**src/rtl/refmon_pkg.sv**
```systemverilog
package refmon_pkg;

    localparam int ADDR_W     = 32;
    localparam int NUM_RANGES = 10;
    localparam int OP_W       = 2;

    // Window indices into the hit vector
    localparam int RG_DEBUG     = 0;
    localparam int RG_CRYPTO1   = 1;
    localparam int RG_CRYPTO2   = 2;
    localparam int RG_DRAM1     = 3;
    localparam int RG_DRAM2     = 4;
    localparam int RG_SERIAL    = 5;
    localparam int RG_ETH       = 6;
    localparam int RG_TAKE      = 7;
    localparam int RG_DROP      = 8;
    localparam int RG_CRYPTO_CT = 9;

    typedef logic [NUM_RANGES-1:0] hit_t;
    typedef logic [ADDR_W-1:0]     addr_t;
    typedef logic [OP_W-1:0]       op_t;

    localparam op_t OP_NONE = 2'b00;
    localparam op_t OP_WR   = 2'b01;
    localparam op_t OP_RD   = 2'b10;
    localparam op_t OP_RW   = 2'b11;

    typedef enum logic [1:0] {
        POL_FREE   = 2'd0,
        POL_OWN_A  = 2'd1,
        POL_OWN_B  = 2'd2,
        POL_LOCKED = 2'd3
    } pol_state_t;

    typedef struct packed {
        logic  master;
        op_t   op;
        addr_t addr;
    } req_t;

    typedef struct packed {
        logic       allow;
        pol_state_t next;
    } verdict_t;

    // Hit patterns a legal address can produce
    localparam hit_t HIT_DEBUG   = hit_t'(1) << RG_DEBUG;
    localparam hit_t HIT_SERIAL  = hit_t'(1) << RG_SERIAL;
    localparam hit_t HIT_ETH     = hit_t'(1) << RG_ETH;
    localparam hit_t HIT_DRAM1   = hit_t'(1) << RG_DRAM1;
    localparam hit_t HIT_DRAM2   = hit_t'(1) << RG_DRAM2;
    localparam hit_t HIT_CRYPTO1 = hit_t'(1) << RG_CRYPTO1;
    localparam hit_t HIT_TAKE    = HIT_CRYPTO1 | (hit_t'(1) << RG_TAKE);
    localparam hit_t HIT_DROP    = HIT_CRYPTO1 | (hit_t'(1) << RG_DROP);
    localparam hit_t HIT_CTL     = HIT_CRYPTO1 | (hit_t'(1) << RG_CRYPTO_CT);

    // Windows that never overlap one another
    localparam hit_t DISJOINT_MASK = ~((hit_t'(1) << RG_TAKE) |
                                       (hit_t'(1) << RG_DROP) |
                                       (hit_t'(1) << RG_CRYPTO_CT));

    function automatic addr_t range_lo(input int idx);
        case (idx)
            RG_DEBUG:     range_lo = 32'h4140_0000;
            RG_CRYPTO1:   range_lo = 32'h2800_0000;
            RG_CRYPTO2:   range_lo = 32'h2800_0800;
            RG_DRAM1:     range_lo = 32'h2400_0000;
            RG_DRAM2:     range_lo = 32'h2480_0000;
            RG_SERIAL:    range_lo = 32'h4060_0000;
            RG_ETH:       range_lo = 32'h40C0_0000;
            RG_TAKE:      range_lo = 32'h2800_0004;
            RG_DROP:      range_lo = 32'h2800_0008;
            default:      range_lo = 32'h2800_0000;
        endcase
    endfunction

    function automatic addr_t range_hi(input int idx);
        case (idx)
            RG_DEBUG:     range_hi = 32'h4140_FFFF;
            RG_CRYPTO1:   range_hi = 32'h2800_0777;
            RG_CRYPTO2:   range_hi = 32'h2800_0FFF;
            RG_DRAM1:     range_hi = 32'h2477_7777;
            RG_DRAM2:     range_hi = 32'h24FF_FFFF;
            RG_SERIAL:    range_hi = 32'h4060_FFFF;
            RG_ETH:       range_hi = 32'h40C0_FFFF;
            RG_TAKE:      range_hi = 32'h2800_0007;
            RG_DROP:      range_hi = 32'h2800_000F;
            default:      range_hi = 32'h2800_0003;
        endcase
    endfunction

    function automatic logic is_owner(input pol_state_t s, input logic master);
        is_owner = (s == POL_OWN_A && !master) || (s == POL_OWN_B && master);
    endfunction

    function automatic pol_state_t own_state(input logic master);
        own_state = master ? POL_OWN_B : POL_OWN_A;
    endfunction

endpackage

```
**src/rtl/refmon_range_match.sv**
```systemverilog
module refmon_range_match
    import refmon_pkg::*;
#(
    parameter int N_RANGES = NUM_RANGES
) (
    input  addr_t               addr_i,
    output logic [N_RANGES-1:0] hit_o
);

    // One comparator pair per window, all evaluated at once
    for (genvar gi = 0; gi < N_RANGES; gi++) begin : g_win
        localparam addr_t LO = range_lo(gi);
        localparam addr_t HI = range_hi(gi);
        assign hit_o[gi] = (addr_i >= LO) && (addr_i <= HI);
    end

    // an address can land in at most one of the non-nested windows
    always_comb begin
        a_r11_disjoint_windows: assert ($onehot0(hit_o & N_RANGES'(DISJOINT_MASK)));
    end

endmodule

```
**src/rtl/refmon_rule_decode.sv**
```systemverilog
module refmon_rule_decode
    import refmon_pkg::*;
(
    input  pol_state_t state_i,
    input  logic       master_i,
    input  op_t        op_i,
    input  hit_t       hit_i,
    output verdict_t   verdict_o
);

    logic owner;
    assign owner = is_owner(state_i, master_i);

    always_comb begin
        verdict_o.allow = 1'b0;
        verdict_o.next  = state_i;
        if (state_i != POL_LOCKED && op_i != OP_NONE) begin
            casez ({master_i, op_i, hit_i})
                // Shared and private base rights
                {1'b?, 2'b??, HIT_DEBUG},
                {1'b0, 2'b??, HIT_SERIAL},
                {1'b0, 2'b??, HIT_DRAM1},
                {1'b1, 2'b??, HIT_ETH},
                {1'b1, 2'b??, HIT_DRAM2}: verdict_o.allow = 1'b1;
                // Take word written
                {1'b?, 2'b?1, HIT_TAKE}: begin
                    if (state_i == POL_FREE) begin
                        verdict_o.allow = 1'b1;
                        verdict_o.next  = own_state(master_i);
                    end else begin
                        verdict_o.allow = owner;
                    end
                end
                // Drop word written
                {1'b?, 2'b?1, HIT_DROP}: begin
                    if (owner) begin
                        verdict_o.allow = 1'b1;
                        verdict_o.next  = POL_FREE;
                    end
                end
                // Plain crypto region access, owner only
                {1'b?, 2'b10, HIT_TAKE},
                {1'b?, 2'b10, HIT_DROP},
                {1'b?, 2'b??, HIT_CTL},
                {1'b?, 2'b??, HIT_CRYPTO1}: verdict_o.allow = owner;
                default: verdict_o.allow = 1'b0;
            endcase
        end
        if (!verdict_o.allow) begin
            verdict_o.next = POL_LOCKED;
        end
    end

endmodule

```
**src/rtl/refmon_state_reg.sv**
```systemverilog
module refmon_state_reg
    import refmon_pkg::*;
(
    input  logic       clk,
    input  logic       rst,
    input  logic       req_valid_i,
    input  verdict_t   verdict_i,
    output pol_state_t state_o,
    output logic       resp_valid_o,
    output logic       resp_grant_o
);

    always_ff @(posedge clk) begin
        if (rst) begin
            state_o      <= POL_FREE;
            resp_valid_o <= 1'b0;
            resp_grant_o <= 1'b0;
        end else begin
            resp_valid_o <= req_valid_i;
            resp_grant_o <= req_valid_i && verdict_i.allow;
            if (req_valid_i) begin
                state_o <= verdict_i.next;
            end
        end
    end

    a_r1_verdict_follows: assert property (@(posedge clk) disable iff (rst)
        req_valid_i |=> resp_valid_o);
    a_r1_quiet_when_idle: assert property (@(posedge clk) disable iff (rst)
        !req_valid_i |=> (!resp_valid_o && !resp_grant_o));
    a_r1_idle_holds_state: assert property (@(posedge clk) disable iff (rst)
        !req_valid_i |=> $stable(state_o));
    a_r10_lock_sticky: assert property (@(posedge clk) disable iff (rst)
        (state_o == POL_LOCKED) |=> (state_o == POL_LOCKED));
    a_r10_lock_denies: assert property (@(posedge clk) disable iff (rst)
        (state_o == POL_LOCKED && req_valid_i) |=> !resp_grant_o);
    a_r7_no_handover_a: assert property (@(posedge clk) disable iff (rst)
        (state_o == POL_OWN_A) |=> (state_o != POL_OWN_B));
    a_r7_no_handover_b: assert property (@(posedge clk) disable iff (rst)
        (state_o == POL_OWN_B) |=> (state_o != POL_OWN_A));

endmodule

```
**src/rtl/refmon_top.sv**
```systemverilog
module refmon_top
    import refmon_pkg::*;
(
    input  logic        clk,
    input  logic        rst,
    input  logic        req_valid,
    input  logic        req_master,
    input  logic [1:0]  req_op,
    input  logic [31:0] req_addr,
    output logic        resp_valid,
    output logic        resp_grant
);

    req_t       req;
    hit_t       hit;
    verdict_t   verdict;
    pol_state_t state;

    assign req = '{master: req_master, op: req_op, addr: req_addr};

    refmon_range_match #(.N_RANGES(NUM_RANGES)) u_match (
        .addr_i (req.addr),
        .hit_o  (hit)
    );

    refmon_rule_decode u_decode (
        .state_i   (state),
        .master_i  (req.master),
        .op_i      (req.op),
        .hit_i     (hit),
        .verdict_o (verdict)
    );

    refmon_state_reg u_state (
        .clk          (clk),
        .rst          (rst),
        .req_valid_i  (req_valid),
        .verdict_i    (verdict),
        .state_o      (state),
        .resp_valid_o (resp_valid),
        .resp_grant_o (resp_grant)
    );

    // a grant of a take write while free leaves an owner behind
    a_r5_take_claims: assert property (@(posedge clk) disable iff (rst)
        (req_valid && state == POL_FREE && verdict.next != POL_FREE &&
         verdict.next != POL_LOCKED) |=> (state != POL_FREE && resp_grant));

endmodule

```
**config.mk**
```make
export PLATFORM = sky130hd
export DESIGN_NAME = refmon_top
export DESIGN_NICKNAME = d
export VERILOG_FILES = /design/src/rtl/refmon_pkg.sv /design/src/rtl/refmon_range_match.sv /design/src/rtl/refmon_rule_decode.sv /design/src/rtl/refmon_state_reg.sv /design/src/rtl/refmon_top.sv
export SDC_FILE = /design/constraint.sdc
export NUM_CORES = 1
export LEC_CHECK = 0
export BUFFER_PORTS_ARGS = -buffer_cell sky130_fd_sc_hd__buf_4
export CELL_PAD_IN_SITES_DETAIL_PLACEMENT = 1
export CELL_PAD_IN_SITES_GLOBAL_PLACEMENT = 1
export CORE_MARGIN = 10
export CORE_UTILIZATION = 30
export DETAILED_ROUTE_END_ITERATION = 16
export GPL_TIMING_DRIVEN = 0
export PLACE_DENSITY_LB_ADDON = 0.05
export RECOVER_POWER = 100
export SETUP_SLACK_MARGIN = 0.02
export SLEW_MARGIN = 0
export SYNTH_ARGS = -nofsm -noshare
export SYNTH_HDL_FRONTEND = slang
export SYNTH_SLANG_ARGS = --single-unit
```
**constraint.sdc**
```tcl
create_clock -name clk -period 3.85 [get_ports clk]
set_clock_uncertainty 0.1 [all_clocks]
set_input_delay 0.5775 -clock clk [delete_from_list [all_inputs] [get_ports clk]]
set_output_delay 0.5775 -clock clk [all_outputs]
set_load 0.02 [all_outputs]
```
==> results.sh, run 1 <==
export IMPL_numCtsBuffers=3
export IMPL_hp_class="input pin to register"
export IMPL_p_leak_nw=0.399
export IMPL_cts_root_buf="clkbuf_4"
export IMPL_synth_cells=94
export IMPL_die_h_um=67.2
export IMPL_synth_area_leaders="dfxtp_1 (12%), nor4_1 (7.5%), nor2_1 (6.2%), a41o_1 (4.5%), nand3_1 (4.5%)"
export IMPL_seq_area_frac_synth_pct=12.0
export IMPL_synth_top_area_share_pct=12.0
export IMPL_layout_nets=175
export IMPL_multi_input_area_um2=563
export IMPL_dieWidth_um=67.2
export IMPL_worstHoldStart="rst"
export IMPL_antenna_found_initial=0
export IMPL_core_region_area_um2=2170
export IMPL_final_layout_size_suffix_gt1_share_pct=31.1
export IMPL_diodes=0
export IMPL_synth_edf_count=0
export IMPL_p_total_mw=0.166
export IMPL_crit_buf_inv=1
export IMPL_critPathMaxStageDelay_ps=420
export IMPL_fin_crit_ps=2710
export IMPL_grt_pass1_wl_mm=4.57
export IMPL_gp_congestion=0.767
export IMPL_crit_path_top_delay_cell="a2111oi_0"
export IMPL_ctsHoldBuffers=0
export IMPL_grt_max_degree=11
export IMPL_required_ps=3860
export IMPL_synth_largest_area_cell="dfxtp_1"
export IMPL_die_area_um2=4510
export IMPL_nFillCells=290
export IMPL_hpwl_mm=2.28
export IMPL_clock_latency_ps=230
export IMPL_routedWlPerCell_um=16.0
export IMPL_avgSynthCellArea_um2=7.09
export IMPL_synthArstFlopShare_pct=0
export IMPL_grt_usage_pct=12.4
export IMPL_finalSetupTns_ps=0
export IMPL_power_density_nw_per_um2=167
export IMPL_crit_chain="clkbuf_1 -> nor4_1 -> nand4_1 -> or2_2 -> o311ai_0 -> a21oi_1 -> a2111oi_0 -> nor3_1"
export IMPL_drt_pass1_iterations=4
export IMPL_numPortBuffers=38
export IMPL_synth_flop_cell="dfxtp_1"
export IMPL_critPathLaunch="req_addr[26]"
export IMPL_post_cts_buffers=0
export IMPL_status="complete, no violations"
export IMPL_critical_path_top_delay_family="simple AND/OR/NAND/NOR gates"
export IMPL_vias_per_cell=5.74
export IMPL_cp_max_fo=4
export IMPL_path_class="input pin to register"
export IMPL_finalSetupViolCount=0
export IMPL_register_area_um2=80.1
export IMPL_grt_setup_unrepaired="no"
export IMPL_drtIter0Drc=62
export IMPL_finalWirelength_mm=2.60
export IMPL_initial_core_util_pct=30.7
export IMPL_max_cap_violations=0
export IMPL_syn_area_um2=667
export IMPL_clock_sinks=4
export IMPL_overflow=0
export IMPL_start_kind="input pin"
export IMPL_area_growth_pct=49.2
export IMPL_r2r_start="u_state.state_o[0]"
export IMPL_yosysWarnings=0
export IMPL_path_clk_slew_ps=40
export IMPL_ys_ff_latch=4
export IMPL_end_kind="register"
export IMPL_drc=0
export IMPL_clock_path_buffers=2
export IMPL_vias=935
export IMPL_critPathArrivalTime_ps=2710
export IMPL_hold_viol=0
export IMPL_cts_resized=0
export IMPL_slew_viol_final=0
export IMPL_fmax_mhz=369
export IMPL_worst_slew_pin_transition_ps=432
export IMPL_syn_nets=132
export IMPL_synth_distinct_cells=41
export IMPL_io_pins=40
export IMPL_num_rows=17
export IMPL_relSlewSlack_pct=70.9
export IMPL_htree_levels=1
export IMPL_cts_tree="built"
export IMPL_finalCritPeriodShare_pct=70.3
export IMPL_ir_drop_mv=0.122
export IMPL_ant_nets=0
export IMPL_grt_pass1_vias=1077
-- layer usage --
metal / GRT usage, % / wire length [um] / part of all wire, %
met5: 0 / 0 / 0
met4: 4.62 / 31 / 1.2
met3: 2.64 / 135 / 5.2
met2: 22.9 / 1280 / 49
met1: 13.6 / 1150 / 44
-- power by group --
group          leakage [nW]  internal [mW]  switching, mW
Sequential           0.0332         0.0438        0.00326
Combinational         0.352         0.0367         0.0306
Clock                0.0138         0.0348         0.0166
Total                 0.399          0.115         0.0504
-- final cells by class --
cell class | count | area share, %
tap | 28 | 3.52
timing repair buffer | 38 | 27.2
inverter | 4 | 1.51
sequential | 4 | 8.05
buffer | 2 | 0.881
multi-input combinational | 84 | 56.6
clock buffer | 3 | 2.26
-- per-stage QoR --
step | instance area, um^2 | hold slack, ps | std cells | setup WS [ps] | util (%)
final | 995 | 430 | 163 | 1140 | 45.8
after global placement | 987 | 485 | 160 | 1000 | 45.5
after floorplan | 667 | 420 | 94 | 1370 | -
after detailed placement | 987 | 499 | 160 | 943 | 45.5
after CTS | 1010 | 431 | 163 | 1190 | 46.5
after global routing | 995 | 433 | 163 | 942 | 45.8
-- final timing paths --
kind | depth (start not counted) | slack [ps] | end
setup / recovery | 8 | 1140 | u_state.state_o[1]
hold / removal | 2 | 430 | u_state.resp_valid_o
setup reg to reg | 7 | 1320 | u_state.state_o[1]
hold reg to reg | 2 | 500 | u_state.state_o[1]
-- state kept, by name (all words and copies together), names as in the netlist --
| register | cells |
|---|---|
| u_state.state_o | 2 |
| u_state.resp_valid_o | 1 |
| u_state.resp_grant_o | 1 |
-- cells in the final DEF (no fill, tap or decap), drive strengths merged, types with 3 or more instances in the layout --
cell,netlist,layout
nand3,6,6
nor2b,3,3
clkbuf,1,8
nor2,11,11
nor3,4,4
nand2,5,5
a41o,3,3
dfxtp,4,4
buf,1,35
inv,4,4
or2,3,3
nor4,8,8
and4,3,3
-- cell usage after synthesis (2+ instances only) --
master / count
a2111oi_0: 2
inv_1: 4
nand4b_1: 2
nand4_1: 2
or2_2: 3
and3_1: 2
nor2b_1: 3
and4_1: 3
o21ai_0: 2
a32oi_1: 2
a41o_1: 3
nand3_1: 6
nor2_1: 11
dfxtp_1: 4
a211o_1: 2
nor3b_1: 2
nand2_1: 5
nor4bb_1: 2
nor4_1: 8
nor3_1: 4
nand2b_1: 2
-- kinds of logic after synthesis --
kind of cell	count (synthesis)	share of synthesized area (%)
XOR/XNOR	1	1.31
AO/OA/AOI/OAI	23	30.4
AND/OR/NAND/NOR	60	52.7
buffers and inverters	6	3.56
flip-flops	4	12.0
Power figures use the tool's default switching activity.
==> run 2, diff against run 1 <==
--- a/config.mk
+++ b/config.mk
@@ -5,11 +5,12 @@
 export SDC_FILE = /design/constraint.sdc
 export NUM_CORES = 1
 export LEC_CHECK = 0
+export ABC_AREA = 1
 export BUFFER_PORTS_ARGS = -buffer_cell sky130_fd_sc_hd__buf_4
 export CELL_PAD_IN_SITES_DETAIL_PLACEMENT = 1
 export CELL_PAD_IN_SITES_GLOBAL_PLACEMENT = 1
 export CORE_MARGIN = 10
-export CORE_UTILIZATION = 30
+export CORE_UTILIZATION = 31
 export DETAILED_ROUTE_END_ITERATION = 16
 export GPL_TIMING_DRIVEN = 0
 export PLACE_DENSITY_LB_ADDON = 0.05
==> constraint.sdc (replaced) <==
create_clock -name clk -period 2.69 [get_ports clk]
set_clock_uncertainty 0.1 [all_clocks]
set_input_delay 0.4035 -clock clk [delete_from_list [all_inputs] [get_ports clk]]
set_output_delay 0.4035 -clock clk [all_outputs]
set_load 0.02 [all_outputs]
==> run 2 against run 1 <==
  * Synthesized cell count is 130% higher
  * Highest routed layer unchanged
  * Sequential share of layout area down 2.4 points
  * Largest cell class unchanged
  * Final cell count up 85%
  * Sequential power up 42%
  * Critical path type unchanged
  * Sequential cell count unchanged
  * Critical endpoint unchanged
  * Synthesized area up 59%
  * Register-to-register slack got worse by 70 ps
==> results.sh, run 2 <==
export IMPL_synth_top_family_by_area="simple AND/OR/NAND/NOR gates"
export IMPL_io_pins=40
export IMPL_critPathLaunch="req_addr[31]"
export IMPL_htree_levels=1
export IMPL_top_register="u_state.state_o"
export IMPL_grt_usage_pct=10.8
export IMPL_syn_area_um2=1060
export IMPL_finalSetupTns_ps=0
export IMPL_synth_adder_area_share_pct=0
export IMPL_path_clk_slew_ps=40
export IMPL_numPortBuffers=39
export IMPL_synthArstFlopShare_pct=0
export IMPL_finalCritPeriodShare_pct=76.0
export IMPL_final_common_cell="nand2_1"
export IMPL_synth_flop_cell="dfxtp_1"
export IMPL_synth_area_leaders="nand2_1 (20%), nor2_1 (16%), inv_1 (11%), nand3_1 (9.9%), nand2_2 (8.2%)"
export IMPL_max_cap_violations=0
export IMPL_fmax_mhz=489
export IMPL_r2r_slack_ps=1250
export IMPL_slew_viol_final=0
export IMPL_p_leak_nw=0.730
export IMPL_start_kind="input pin"
export IMPL_rr_endpoint="u_state.state_o[1]"
export IMPL_ir_drop_mv=0.0730
export IMPL_critPathArrivalTime_ps=2080
export IMPL_final_layout_size_suffix_gt1_share_pct=27.3
export IMPL_hold_viol=0
export IMPL_ant_nets=0
export IMPL_vias_per_cell=4.60
export IMPL_min_path_cells=2
export IMPL_r2r_start="u_state.state_o[1]"
export IMPL_hp_class="input pin to register"
export IMPL_required_ps=2730
export IMPL_cts_resized=0
export IMPL_hold_end="u_state.resp_grant_o"
export IMPL_status="complete, no violations"
export IMPL_hpwl_mm=2.93
export IMPL_die_h_um=78.6
export IMPL_worstHoldStart="rst"
export IMPL_dieWidth_um=78.6
export IMPL_grt_max_degree=8
export IMPL_synth_edf_count=0
export IMPL_finalSetupViolCount=0
export IMPL_num_rows=21
export IMPL_initial_core_util_pct=31.9
export IMPL_diodes=0
export IMPL_final_cell_mix="nand2_1 (59), nor2_1 (46), buf_4 (36)"
export IMPL_power_density_nw_per_um2=195
export IMPL_clock_path_buffers=2
export IMPL_synth_top_area_share_pct=20.1
export IMPL_largest_reg_flops=2
export IMPL_end_kind="register"
export IMPL_path_class="input pin to register"
export IMPL_cp_max_fo=5
export IMPL_syn_nets=252
export IMPL_grt_pass1_vias=1452
export IMPL_synth_largest_area_cell="nand2_1"
export IMPL_avgSynthCellArea_um2=4.97
export IMPL_vias=1390
export IMPL_cts_root_buf="clkbuf_4"
export IMPL_yosysWarnings=0
export IMPL_gp_congestion=0.776
export IMPL_overflow=0
export IMPL_routedWlPerCell_um=10.6
export IMPL_synth_xor_area_share_pct=0
export IMPL_area_growth_pct=33.5
export IMPL_clock_sinks=4
export IMPL_finalWirelength_mm=3.19
export IMPL_grt_setup_unrepaired="no"
export IMPL_seq_area_frac_synth_pct=7.53
export IMPL_worst_slew_pin_transition_ps=290
export IMPL_die_area_um2=6170
export IMPL_synth_simple_gate_area_share_pct=74.9
export IMPL_drt_pass1_iterations=4
export IMPL_post_synth_top_count_cell="nand2_1"
export IMPL_drtIter0Drc=43
export IMPL_cts_tree="built"
export IMPL_worstRegToRegCells=9
export IMPL_ys_ff_latch=4
export IMPL_antenna_found_initial=0
export IMPL_synthMuxAreaShare_pct=0
export IMPL_synthTopCellsByCount="nand2_1 (57), nor2_1 (46), inv_1 (30), nand3_1 (21), nand2_2 (14)"
export IMPL_synth_compound_area_share_pct=5.88
export IMPL_numCtsBuffers=3
export IMPL_core_region_area_um2=3340
export IMPL_grt_pass1_wl_mm=5.87
export IMPL_clock_latency_ps=240
export IMPL_drc=0
export IMPL_fin_crit_ps=2040
export IMPL_top_regs="u_state.state_o (2), u_state.resp_grant_o (1), u_state.resp_valid_o (1)"
export IMPL_holdWs_ps=232
export IMPL_layout_nets=296
export IMPL_synth_cells=214
export IMPL_synth_distinct_cells=20
export IMPL_ctsHoldBuffers=0
export IMPL_post_cts_buffers=0
export IMPL_relSlewSlack_pct=80.7
[run 2: report_power, final]
| part | switching [mW] | total, mW | leakage, nW | internal [mW] |
|---|---|---|---|---|
| clock network | 0.0285 | 0.0787 | 0.0138 | 0.0502 |
| registers | 0.00348 | 0.0667 | 0.0332 | 0.0633 |
| logic | 0.0721 | 0.132 | 0.683 | 0.0599 |
| total | 0.104 | 0.277 | 0.730 | 0.173 |
[run 2: worst max-delay path, cell delays in order]
cell,delay [ps]
buf_4,110
inv_1,70
nand2_1,90
nor2_4,150
nand2_1,100
nand2_2,100
nand2_1,120
nand4_1,140
nand2_1,70
inv_2,70
nand3_2,70
nor2_2,120
nor2_2,60
a21boi_2,160
nand2_1,70
nor2_1,110
nor2_1,50
[run 2: per-layer routing]
layer | routed length [um] | track usage [%] | up-vias
met3 | 80 | 2.05 | 2
met1 | 1530 | 13.4 | 614
li1 | - | - | 757
met4 | 11 | 1.61 | 0
met5 | 0 | 0 | -
met2 | 1570 | 19.1 | 17
[run 2: cell type report]
| type | instances | area [um^2] |
|---|---|---|
| flip-flops and latches | 4 | 80.1 |
| well taps | 46 | 57.6 |
| multi-input cells | 177 | 855 |
| repair buffers | 39 | 282 |
| fillers | 525 | 1920 |
| clock buffers | 3 | 22.5 |
| inverters | 33 | 124 |
[run 2: cell families after synthesis]
| logic type | Yosys count |
|---|---|
| compound gates | 10 |
| buf+inv | 33 |
| flops | 4 |
| simple gates | 167 |
[run 2: per-stage QoR]
stage | setup WS [ps] | instance area [um^2] | cells | power [mW] | utilization, %
2_1_floorplan | 805 | 1060 | 214 | 0.131 | -
3_3_place_gp | 425 | 1410 | 299 | 0.202 | 42.4
3_5_place_dp | 412 | 1410 | 299 | 0.203 | 42.4
4_1_cts | 657 | 1440 | 302 | 0.284 | 43.0
5_1_grt | 326 | 1420 | 302 | 0.307 | 42.6
6_report | 646 | 1420 | 302 | 0.277 | 42.6
[run 2: how the worst max path moves through the flow]
| stage | to | slack, ps | cells after the start |
|---|---|---|---|
| final | u_state.state_o[1] | 650 | 17 |
| after global routing | u_state.state_o[0] | 330 | 17 |
| after CTS | u_state.state_o[1] | 660 | 15 |
| after detailed placement | u_state.state_o[1] | 410 | 15 |
| after global placement | u_state.state_o[1] | 420 | 15 |
| after floorplan | u_state.state_o[0] | 810 | 16 |
